==> src/rtl/hbd_pkg.sv <==
package hbd_pkg;

    typedef enum logic [1:0] {
        TGT_OFF  = 2'd0,
        TGT_HIGH = 2'd1,
        TGT_LOW  = 2'd2
    } hbd_target_e;

    typedef enum logic [1:0] {
        ST_IDLE  = 2'd0,
        ST_HIGH  = 2'd1,
        ST_LOW   = 2'd2,
        ST_FAULT = 2'd3
    } hbd_state_e;

endpackage

==> src/rtl/hbd_sync.sv <==
module hbd_sync #(
    parameter int WIDTH = 1
) (
    input  logic             clk,
    input  logic             rst_n,
    input  logic [WIDTH-1:0] d_i,
    output logic [WIDTH-1:0] q_o
);
    logic [WIDTH-1:0] stage1_q;
    logic [WIDTH-1:0] stage2_q;

    always_ff @(posedge clk or negedge rst_n) begin
        if (!rst_n) begin
            stage1_q <= '0;
            stage2_q <= '0;
        end else begin
            stage1_q <= d_i;
            stage2_q <= stage1_q;
        end
    end

    assign q_o = stage2_q;
endmodule

==> src/rtl/hbd_decode.sv <==
module hbd_decode
    import hbd_pkg::*;
(
    input  logic        inv_i,
    input  logic        hi_i,
    input  logic        lo_i,
    output hbd_target_e tgt_o
);
    logic lo_active;

    always_comb begin
        // Under the inverted scheme the low command is active-low.
        lo_active = lo_i ^ inv_i;
        unique case ({hi_i, lo_active})
            2'b10:   tgt_o = TGT_HIGH;
            2'b01:   tgt_o = TGT_LOW;
            default: tgt_o = TGT_OFF;   // both idle or invalid pair
        endcase
    end
endmodule

==> src/rtl/hbd_phase.sv <==
module hbd_phase
    import hbd_pkg::*;
#(
    parameter int DEAD_CYCLES = 8
) (
    input  logic        clk,
    input  logic        rst_n,
    input  logic        fault_i,
    input  hbd_target_e tgt_i,
    output logic        gate_hi_o,
    output logic        gate_lo_o
);
    localparam int CW = $clog2(DEAD_CYCLES + 1);
    localparam logic [CW-1:0] CNT_LAST = CW'(DEAD_CYCLES - 1);
    localparam logic [CW-1:0] CNT_FULL = CW'(DEAD_CYCLES);

    hbd_state_e    state_q, state_d;
    logic [CW-1:0] cnt_q, cnt_d;
    logic          gate_hi_q, gate_lo_q;

    // Next-state logic
    always_comb begin
        state_d = state_q;
        cnt_d   = cnt_q;
        if (fault_i) begin
            state_d = ST_FAULT;
            cnt_d   = '0;
        end else begin
            unique case (state_q)
                ST_IDLE: begin
                    if (tgt_i != TGT_OFF && cnt_q == CNT_LAST) begin
                        state_d = (tgt_i == TGT_HIGH) ? ST_HIGH : ST_LOW;
                    end else if (cnt_q != CNT_LAST) begin
                        cnt_d = cnt_q + CW'(1);
                    end
                end
                ST_HIGH: begin
                    if (tgt_i != TGT_HIGH) begin
                        state_d = ST_IDLE;
                        cnt_d   = '0;
                    end
                end
                ST_LOW: begin
                    if (tgt_i != TGT_LOW) begin
                        state_d = ST_IDLE;
                        cnt_d   = '0;
                    end
                end
                ST_FAULT: begin
                    state_d = ST_IDLE;
                    cnt_d   = '0;
                end
            endcase
        end
    end

    // State register
    always_ff @(posedge clk or negedge rst_n) begin
        if (!rst_n) begin
            state_q <= ST_IDLE;
            cnt_q   <= '0;
        end else begin
            state_q <= state_d;
            cnt_q   <= cnt_d;
        end
    end

    // Registered outputs
    always_ff @(posedge clk or negedge rst_n) begin
        if (!rst_n) begin
            gate_hi_q <= 1'b0;
            gate_lo_q <= 1'b0;
        end else begin
            gate_hi_q <= (state_d == ST_HIGH);
            gate_lo_q <= (state_d == ST_LOW);
        end
    end

    assign gate_hi_o = gate_hi_q;
    assign gate_lo_o = gate_lo_q;

    // Checker: length of the current run of both-off cycles, saturating.
    logic [CW-1:0] chk_off_q;
    always_ff @(posedge clk or negedge rst_n) begin
        if (!rst_n) begin
            chk_off_q <= '0;
        end else if (gate_hi_q || gate_lo_q) begin
            chk_off_q <= '0;
        end else if (chk_off_q != CNT_FULL) begin
            chk_off_q <= chk_off_q + CW'(1);
        end
    end

    assert_no_overlap_R11: assert property (@(posedge clk) disable iff (!rst_n)
        !(gate_hi_q && gate_lo_q));

    assert_dead_gap_R6: assert property (@(posedge clk) disable iff (!rst_n)
        ($rose(gate_hi_q) || $rose(gate_lo_q)) |-> (chk_off_q >= CNT_FULL));

    assert_off_next_R7: assert property (@(posedge clk) disable iff (!rst_n)
        (tgt_i == TGT_OFF) |=> (!gate_hi_q && !gate_lo_q));

    assert_release_off_R10: assert property (@(posedge clk) disable iff (!rst_n)
        (!fault_i && $past(fault_i)) |=> (!gate_hi_q && !gate_lo_q));
endmodule

==> src/rtl/hb_gate_decoder.sv <==
module hb_gate_decoder
    import hbd_pkg::*;
#(
    parameter int NUM_PHASES   = 3,
    parameter int DEAD_CYCLES  = 8,
    parameter bit FIXED_INVERT = 1'b0
) (
    input  logic                  clk,
    input  logic                  rst_n,
    input  logic                  mode_inv,
    input  logic                  fault,
    input  logic [NUM_PHASES-1:0] cmd_hi,
    input  logic [NUM_PHASES-1:0] cmd_lo,
    output logic [NUM_PHASES-1:0] gate_hi,
    output logic [NUM_PHASES-1:0] gate_lo
);
    localparam int CMD_W = 2 * NUM_PHASES;

    logic [CMD_W-1:0]      cmd_sync;
    logic [NUM_PHASES-1:0] hi_s, lo_s;
    logic                  inv_eff;

    hbd_sync #(.WIDTH(CMD_W)) u_cmd_sync (
        .clk   (clk),
        .rst_n (rst_n),
        .d_i   ({cmd_hi, cmd_lo}),
        .q_o   (cmd_sync)
    );

    assign hi_s = cmd_sync[CMD_W-1:NUM_PHASES];
    assign lo_s = cmd_sync[NUM_PHASES-1:0];

    generate
        if (FIXED_INVERT) begin : g_fixed_inv
            assign inv_eff = 1'b1;
        end else begin : g_pin_mode
            hbd_sync #(.WIDTH(1)) u_mode_sync (
                .clk   (clk),
                .rst_n (rst_n),
                .d_i   (mode_inv),
                .q_o   (inv_eff)
            );
        end
    endgenerate

    generate
        for (genvar p = 0; p < NUM_PHASES; p++) begin : g_phase
            hbd_target_e tgt;

            hbd_decode u_decode (
                .inv_i (inv_eff),
                .hi_i  (hi_s[p]),
                .lo_i  (lo_s[p]),
                .tgt_o (tgt)
            );

            hbd_phase #(.DEAD_CYCLES(DEAD_CYCLES)) u_phase (
                .clk       (clk),
                .rst_n     (rst_n),
                .fault_i   (fault),
                .tgt_i     (tgt),
                .gate_hi_o (gate_hi[p]),
                .gate_lo_o (gate_lo[p])
            );
        end
    endgenerate

    assert_fault_off_R9: assert property (@(posedge clk) disable iff (!rst_n)
        fault |=> (gate_hi == '0 && gate_lo == '0));
endmodule

==> config.mk <==
export PLATFORM = sky130hd
export DESIGN_NAME = hb_gate_decoder
export DESIGN_NICKNAME = d
export VERILOG_FILES = /design/src/rtl/hbd_pkg.sv /design/src/rtl/hbd_sync.sv /design/src/rtl/hbd_decode.sv /design/src/rtl/hbd_phase.sv /design/src/rtl/hb_gate_decoder.sv
export SDC_FILE = /design/constraint.sdc
export NUM_CORES = 1
export LEC_CHECK = 0
export CAP_MARGIN = 20
export CELL_PAD_IN_SITES_DETAIL_PLACEMENT = 0
export CELL_PAD_IN_SITES_GLOBAL_PLACEMENT = 1
export CORE_MARGIN = 5
export CORE_UTILIZATION = 48
export DETAILED_ROUTE_END_ITERATION = 10
export GPL_TIMING_DRIVEN = 0
export PLACE_DENSITY = 0.87
export SYNTH_ARGS = -nofsm -noshare
export SYNTH_HDL_FRONTEND = slang
export SYNTH_SLANG_ARGS = --single-unit
==> constraint.sdc <==
create_clock -name clk -period 2.45 [get_ports clk]
set_input_delay 0.49 -clock clk [delete_from_list [all_inputs] [get_ports clk]]
set_output_delay 0.49 -clock clk [all_outputs]
set_load 0.02 [all_outputs]
# Yosys cells after proc, flatten, opt, wreduce, memory -nomap -nowiden
# Index checks and enable logic that the tools add are counted.
totals:
  regBits: 38
  latchBits: 0
  ramBits: 0
  mem_bits_ro: 0
  inputBits: 10
  out_inout_bits: 6
  n_memories: 0
op_classes:
  addsub: 3
  multipliers: 0
  n_div: 0
  order_cmp: 0
  eq_ne: 48
  n_shift: 0
  muxes: 39
  n_bitwise: 3
  n_reduce_logical: 12
ops:
  columns: ["op", "n"]
  rows:
  - ["$mux 4", 15]
  - ["$pmux 4 s4", 3]
  - ["$mux 2", 15]
  - ["$ne 3x2->1 const B", 9]
  - ["$eq 2x1->1 const B", 12]
  - ["$eq 2x2->1 const B", 12]
  - ["$pmux 2 s4", 3]
  - ["$add 4x1->4 const B", 3]
  - ["$eq 4x3->1 const B", 3]
  - ["$ne 4x3->1 const B", 3]
  - ["$pmux 2 s2", 3]
  - ["$reduce_and 4->1", 3]
  - ["$ne 3x3->1 const B", 3]
  - ["$logic_not 2->1", 3]
  - ["$ne 2x1->1 const B", 3]
  - ["$ne 2x2->1 const B", 3]
  - ["$reduce_bool 2->1", 3]
  - ["$logic_and 1x1->1", 3]
  - ["$xor 1x1->1", 3]

# Depth between registers and ports, before layout
logic_depth:
  depth_word: 9
  mapped_depth: 6

# Hierarchy
# A second synthesis with hierarchy kept.
unflattened:
  cells_unflattened: 141
  hier_area_um2: 1661.6
by_module_without_submodules:
  columns: ["module", "instances", "cells_per_inst", "area_each_um2"]
  rows:
  - ["hbd_phase at g_phase[1].u_phase ...", 2, 41, 425.4]
  - ["hbd_phase at g_phase[0].u_phase", 1, 36, 404.1]
  - ["hbd_sync at u_cmd_sync", 1, 12, 300.3]
  - ["hbd_decode", 3, 3, 18.8]
  - ["hbd_sync at g_pin_mode.u_mode_sync", 1, 2, 50.0]

# Worst setup path before layout
# No wires, ideal clock.
synth_timing:
  kind: "reg-to-reg"
  startpoint: "reg g_pin_mode.u_mode_sync.stage2_q, in the netlist g_pin_mode.u_mode_sync.q_o"
  endpoint: "reg g_phase[1].u_phase.cnt_q[2]"
  setup_ps: 125
  t_arrival_ps: 1375
  required_ps: 2325
  slack_ps: 949
  stages_incl_launch_ff: 7
  path_buffers: 0
  path_cell_list: "dfrtp_1 -> xor2_1 -> inv_1 -> ha_1 -> and3b_2 -> o21ai_0 -> a2111oi_0"
synth_between:
  elab_chain_cells: 7
  word_cells_on_any_way: 12
  classes_between: "eq/ne: 7; mux: 1; bitwise: 1; reduce/logical: 3"
synth_rtl:
  columns: ["item", "line_no", "rtl"]
  rows:
  - ["start: declaration", "hbd_sync.sv:10", "logic [WIDTH-1:0] stage2_q;"]
  - ["start signal: assignment", "hbd_sync.sv:18", "stage2_q <= stage1_q;"]
  - ["$xor 1x1->1 (*)", "hbd_decode.sv:13", "lo_active = lo_i ^ inv_i;"]
  - ["$eq 2x1->1 / $eq 2x2->1 (equally long branches)", "hbd_decode.sv:14", "unique case ({hi_i, lo_active})"]
  - ["$pmux 2 s2 (*)", "hbd_decode.sv:14", null]
  - ["$reduce_bool 2->1", "hbd_phase.sv:31", "if (tgt_i != TGT_OFF && cnt_q == CNT_LAST) begin"]
  - ["$logic_and 1x1->1", "hbd_phase.sv:31", null]
  - ["$ne 3x3->1 (no line)", null, null]
  - ["$reduce_and 4->1 (no line) (*)", null, null]
  - ["end signal: assignment", "hbd_phase.sv:64", "cnt_q <= cnt_d;"]
  - ["end: declaration", "hbd_phase.sv:18", "logic [CW-1:0] cnt_q, cnt_d;"]
# Every way passes the cells marked *; elsewhere a longest branch is shown, timed or not.
# A chain may end at the register's enable or synchronous reset.

# Worst setup path in the final report
layout_timing:
  startpoint: "reg g_phase[2].u_phase.gate_hi_q"
  endpoint: "out gate_hi[2]"
layout_lines:
  columns: ["item", "line_no", "rtl"]
  rows:
  - ["start: declaration", "hbd_phase.sv:19", "logic gate_hi_q, gate_lo_q;"]
  - ["start signal: assignment", "hbd_phase.sv:74", "gate_hi_q <= (state_d == ST_HIGH);"]
  - ["end: declaration", "hb_gate_decoder.sv:14", "output logic [NUM_PHASES-1:0] gate_hi,"]
# No word-level cell between the ends.

==> flow_summary.toml <==
[power]
swShare = 0.2384
cellLeakagePower_nw = 0.9120
internal_power_mw = 0.8904
power_frac_seq = 0.574
clkPwrFrac = 0.335
combPwrFrac = 0.091
p_total_mw = 1.169
netSwitchingPower_mw = 0.2787
power_density_nw_per_um2 = 570.5
ir_drop_v = 0.0004035

[grt]
grt_max_degree = 39
antenna_found_initial = 0
grt.total_usage = 0.1337
grt_pass1_wl_um = 5361
grt-ovfl-total = 0
grt_pass1_vias = 1170

[finish]
nFillCells = 305
drive_above_1_share = 0.1229
synthToLayoutAreaGrowth_pct = 16.09
diodes = 0
fin_area_sq_um = 2049
final_nets = 198

[timing]
rsz0062_at_grt = "no"
max_clock_freq_mhz = 562.5
final-setup-viol-count = 0
finalMaxSlewViolations = 0
tns_ns = 0
min_period_ns = 1.778
hold_viol_final = 0
worst_slew_pin_slew_ns = 0.8036
fin_worst_skew_ns = 0.006616
slew_headroom = 0.4643
fin_crit_sh = 0.7256

[critical_path]
rrSetupSlack_ns = 0.68
critPathCaptureType = "output port"
rr_worst_depth = 5
r2r-end = "g_phase[0].u_phase.gate_lo_o"
path_max_fanout = 1
timing_worst_setup_path_type = "flop to output port"
crit_required_ns = 1.96
start_kind = "flop"
cp.arrival_ns = 1.29
r2r-start = "g_pin_mode.u_mode_sync.q_o"

[synthesis]
ys_seq_area_frac = 0.5386
yosys.area.top_type = "dfrtp_1"
yosys_register_bits = 38
synthTopCellsByArea = "dfrtp_1 (54%), ha_1 (6.4%), and3b_1 (3.0%)"
ys_types = 33
synth.net_count = 176
avgSynthCellArea_sq_um = 11.24
syn-instance-count = 157
yosys_warnings = 0
synth_top_area_share = 0.5386
syn_area_sq_um = 1765

[run]
drv_cap = 0

[cts]
clk_latency_ns = 0.28
cts_setup_buffers = 0
clockBufferDepth = 2
tritoncts = "done"
cts_sinks = 38
cts_inserted_buffers = 5
clock-root-buffer = "clkbuf_8"
h-tree-depth = 2
post_cts_resized = 0
cts.clk_slew.worst_paths_ns = 0.07
ctsHoldBuffers = 0

[floorplan]
die_x_um = 70.65
row_count = 22
pin_count = 16
die-height_um = 70.65
dieArea_sq_um = 4991
start_util = 0.4896
core_sq_um = 3606

[drt]
routedWlPerCell_um = 13.15
postRouteAntennaNets = 0
first_iter_violations = 47
avgViaCountPerCell = 5.282
drtPass1Iterations = 4
vias = 1199
routed_wl_um = 2984
drc = 0

[min_path]
hp-class = "input port to async pin"

[placement]
dp_hpwl_um = 2148
io_buffers = 15
placed_cell_area_sq_um = 1971
place_congestion = 0.7946

[status]
status = "finished, final reports clean"
-- worst max-delay path, cell delays in order (launching register included) --
cell             delay (ns)
dfrtp_1                0.36
buf_4                  0.13
clkdlybuf4s50_1        0.53
-- power groups by stage --
stage | clock network, mW | registers [mW] | logic [mW]
2_1_floorplan | 0 | 0.679 | 0.0633
3_3_place_gp | 0 | 0.681 | 0.105
3_5_place_dp | 0 | 0.683 | 0.108
4_1_cts | 0.408 | 0.671 | 0.108
5_1_grt | 0.436 | 0.674 | 0.122
6_report | 0.392 | 0.671 | 0.106
-- how the worst max path moves through the flow --
stage                                             from                            to  slack, ns  depth (start not counted)
after global placement                           rst_n   g_phase[2].u_phase.cnt_q[1]       0.08                          1
final                     g_phase[2].u_phase.gate_hi_o                    gate_hi[2]       0.67                          2
after detailed placement                         fault   g_phase[1].u_phase.cnt_q[0]       0.52                          4
after global routing        g_pin_mode.u_mode_sync.q_o  g_phase[0].u_phase.gate_lo_o       0.53                          5
after CTS                 g_phase[2].u_phase.gate_hi_o                    gate_hi[2]       0.65                          2
after floorplan             g_pin_mode.u_mode_sync.q_o   g_phase[1].u_phase.cnt_q[2]       0.95                          6
-- cells in the final DEF, fill, tap and decap left out, types with 2 or more instances in the layout --
| master | synthesis | layout |
|---|---|---|
| dfrtp_1 | 38 | 38 |
| clkdlybuf4s50_1 | 0 | 14 |
| inv_1 | 12 | 12 |
| nor2_1 | 11 | 11 |
| nand3_1 | 9 | 9 |
| ha_1 | 9 | 9 |
| o21ai_0 | 7 | 7 |
| nor3_1 | 6 | 6 |
| o32ai_1 | 6 | 6 |
| and3b_1 | 6 | 6 |
| buf_4 | 6 | 6 |
| clkbuf_8 | 0 | 5 |
| a211oi_1 | 4 | 4 |
| xor2_1 | 3 | 3 |
| buf_2 | 2 | 3 |
| nor4bb_1 | 3 | 3 |
| nand2b_1 | 3 | 3 |
| a22oi_1 | 3 | 3 |
| o21bai_1 | 3 | 3 |
| nand3b_1 | 3 | 3 |
| a31oi_1 | 3 | 3 |
| nor2b_1 | 2 | 2 |
| and3b_2 | 2 | 2 |
| nor2_4 | 2 | 2 |
| a21oi_1 | 2 | 2 |
| nand2_1 | 2 | 2 |
| or4b_1 | 2 | 2 |
| clkinv_2 | 0 | 2 |
-- synth_stat cells --
cell type and number:
nand3_1 9, buf_2 2, and3b_2 2, clkbuf_1 1, a31oi_1 3, nor2_1 11, or4b_1 2, and3b_1 6
o32ai_1 6, or4_1 1, o21bai_1 3, nor3_1 6, nand2b_1 3, a211oi_1 4, nor4bb_1 3, o21ai_0 7
or3_2 1, a22oi_1 3, nor2_4 2, inv_1 12, dfrtp_1 38, mux2i_1 1, nand3b_1 3, nand2_1 2
and2b_2 1, a2111oi_0 1, xor2_1 3, buf_4 6, or2_0 1, nor2b_1 2, ha_1 9, xnor2_1 1
a21oi_1 2
-- per-layer routing --
metal,wire [um],share of wire,track usage,up-vias
li1,-,-,-,597
met1,1382,0.46,0.1778,575
met2,1456,0.49,0.2141,23
met3,107,0.036,0.03551,4
met4,37,0.012,0.04384,0
met5,0,0,0,-
-- state kept, by name, indices dropped and copies added, names as in the netlist --
name,cells
g_pin_mode.u_mode_sync.q_o,1
g_phase.u_phase.state_q,6
g_phase.u_phase.gate_hi_o,3
u_cmd_sync.stage1_q,6
u_cmd_sync.q_o,6
g_phase.u_phase.gate_lo_o,3
g_pin_mode.u_mode_sync.stage1_q,1
g_phase.u_phase.cnt_q,12
-- cells by family (layout without fill, tap and decap cells) --
group	after synthesis	count (layout)	share of synthesized area
AO/OA/AOI/OAI	29	29	0.1134
XOR/XNOR	4	4	0.01985
adder cells (fa/ha/maj)	9	9	0.06379
buffers and inverters	21	43	0.05882
flip-flops	38	38	0.5386
multiplexers	1	1	0.005670
AND/OR/NAND/NOR	55	55	0.1999
-- metrics by stage --
stage	hold WS, ns	instances	setup slack, ns	utilization
final	0.2969	227	0.6723	0.5684
after global routing	0.3556	227	0.5254	0.5684
after global placement	0.3324	220	0.07510	0.5479
after floorplan	0.1944	157	0.9494	-
after CTS	0.3303	227	0.6508	0.5684
after detailed placement	0.3356	220	0.5182	0.5465
-- area by class of cell --
| class | instances | area (sq um) | share of cell area |
|---|---|---|---|
| multi-input cells | 98 | 710.7 | 0.3468 |
| clock inverters | 2 | 10.01 | 0.004884 |
| inverters | 12 | 45.04 | 0.02198 |
| plain buffers | 9 | 58.81 | 0.02869 |
| repair buffers | 15 | 145.1 | 0.07082 |
| flip-flops and latches | 38 | 950.9 | 0.4640 |
| clock buffers | 5 | 68.82 | 0.03358 |
| well taps | 48 | 60.06 | 0.02930 |
Power figures use the tool's default switching activity.
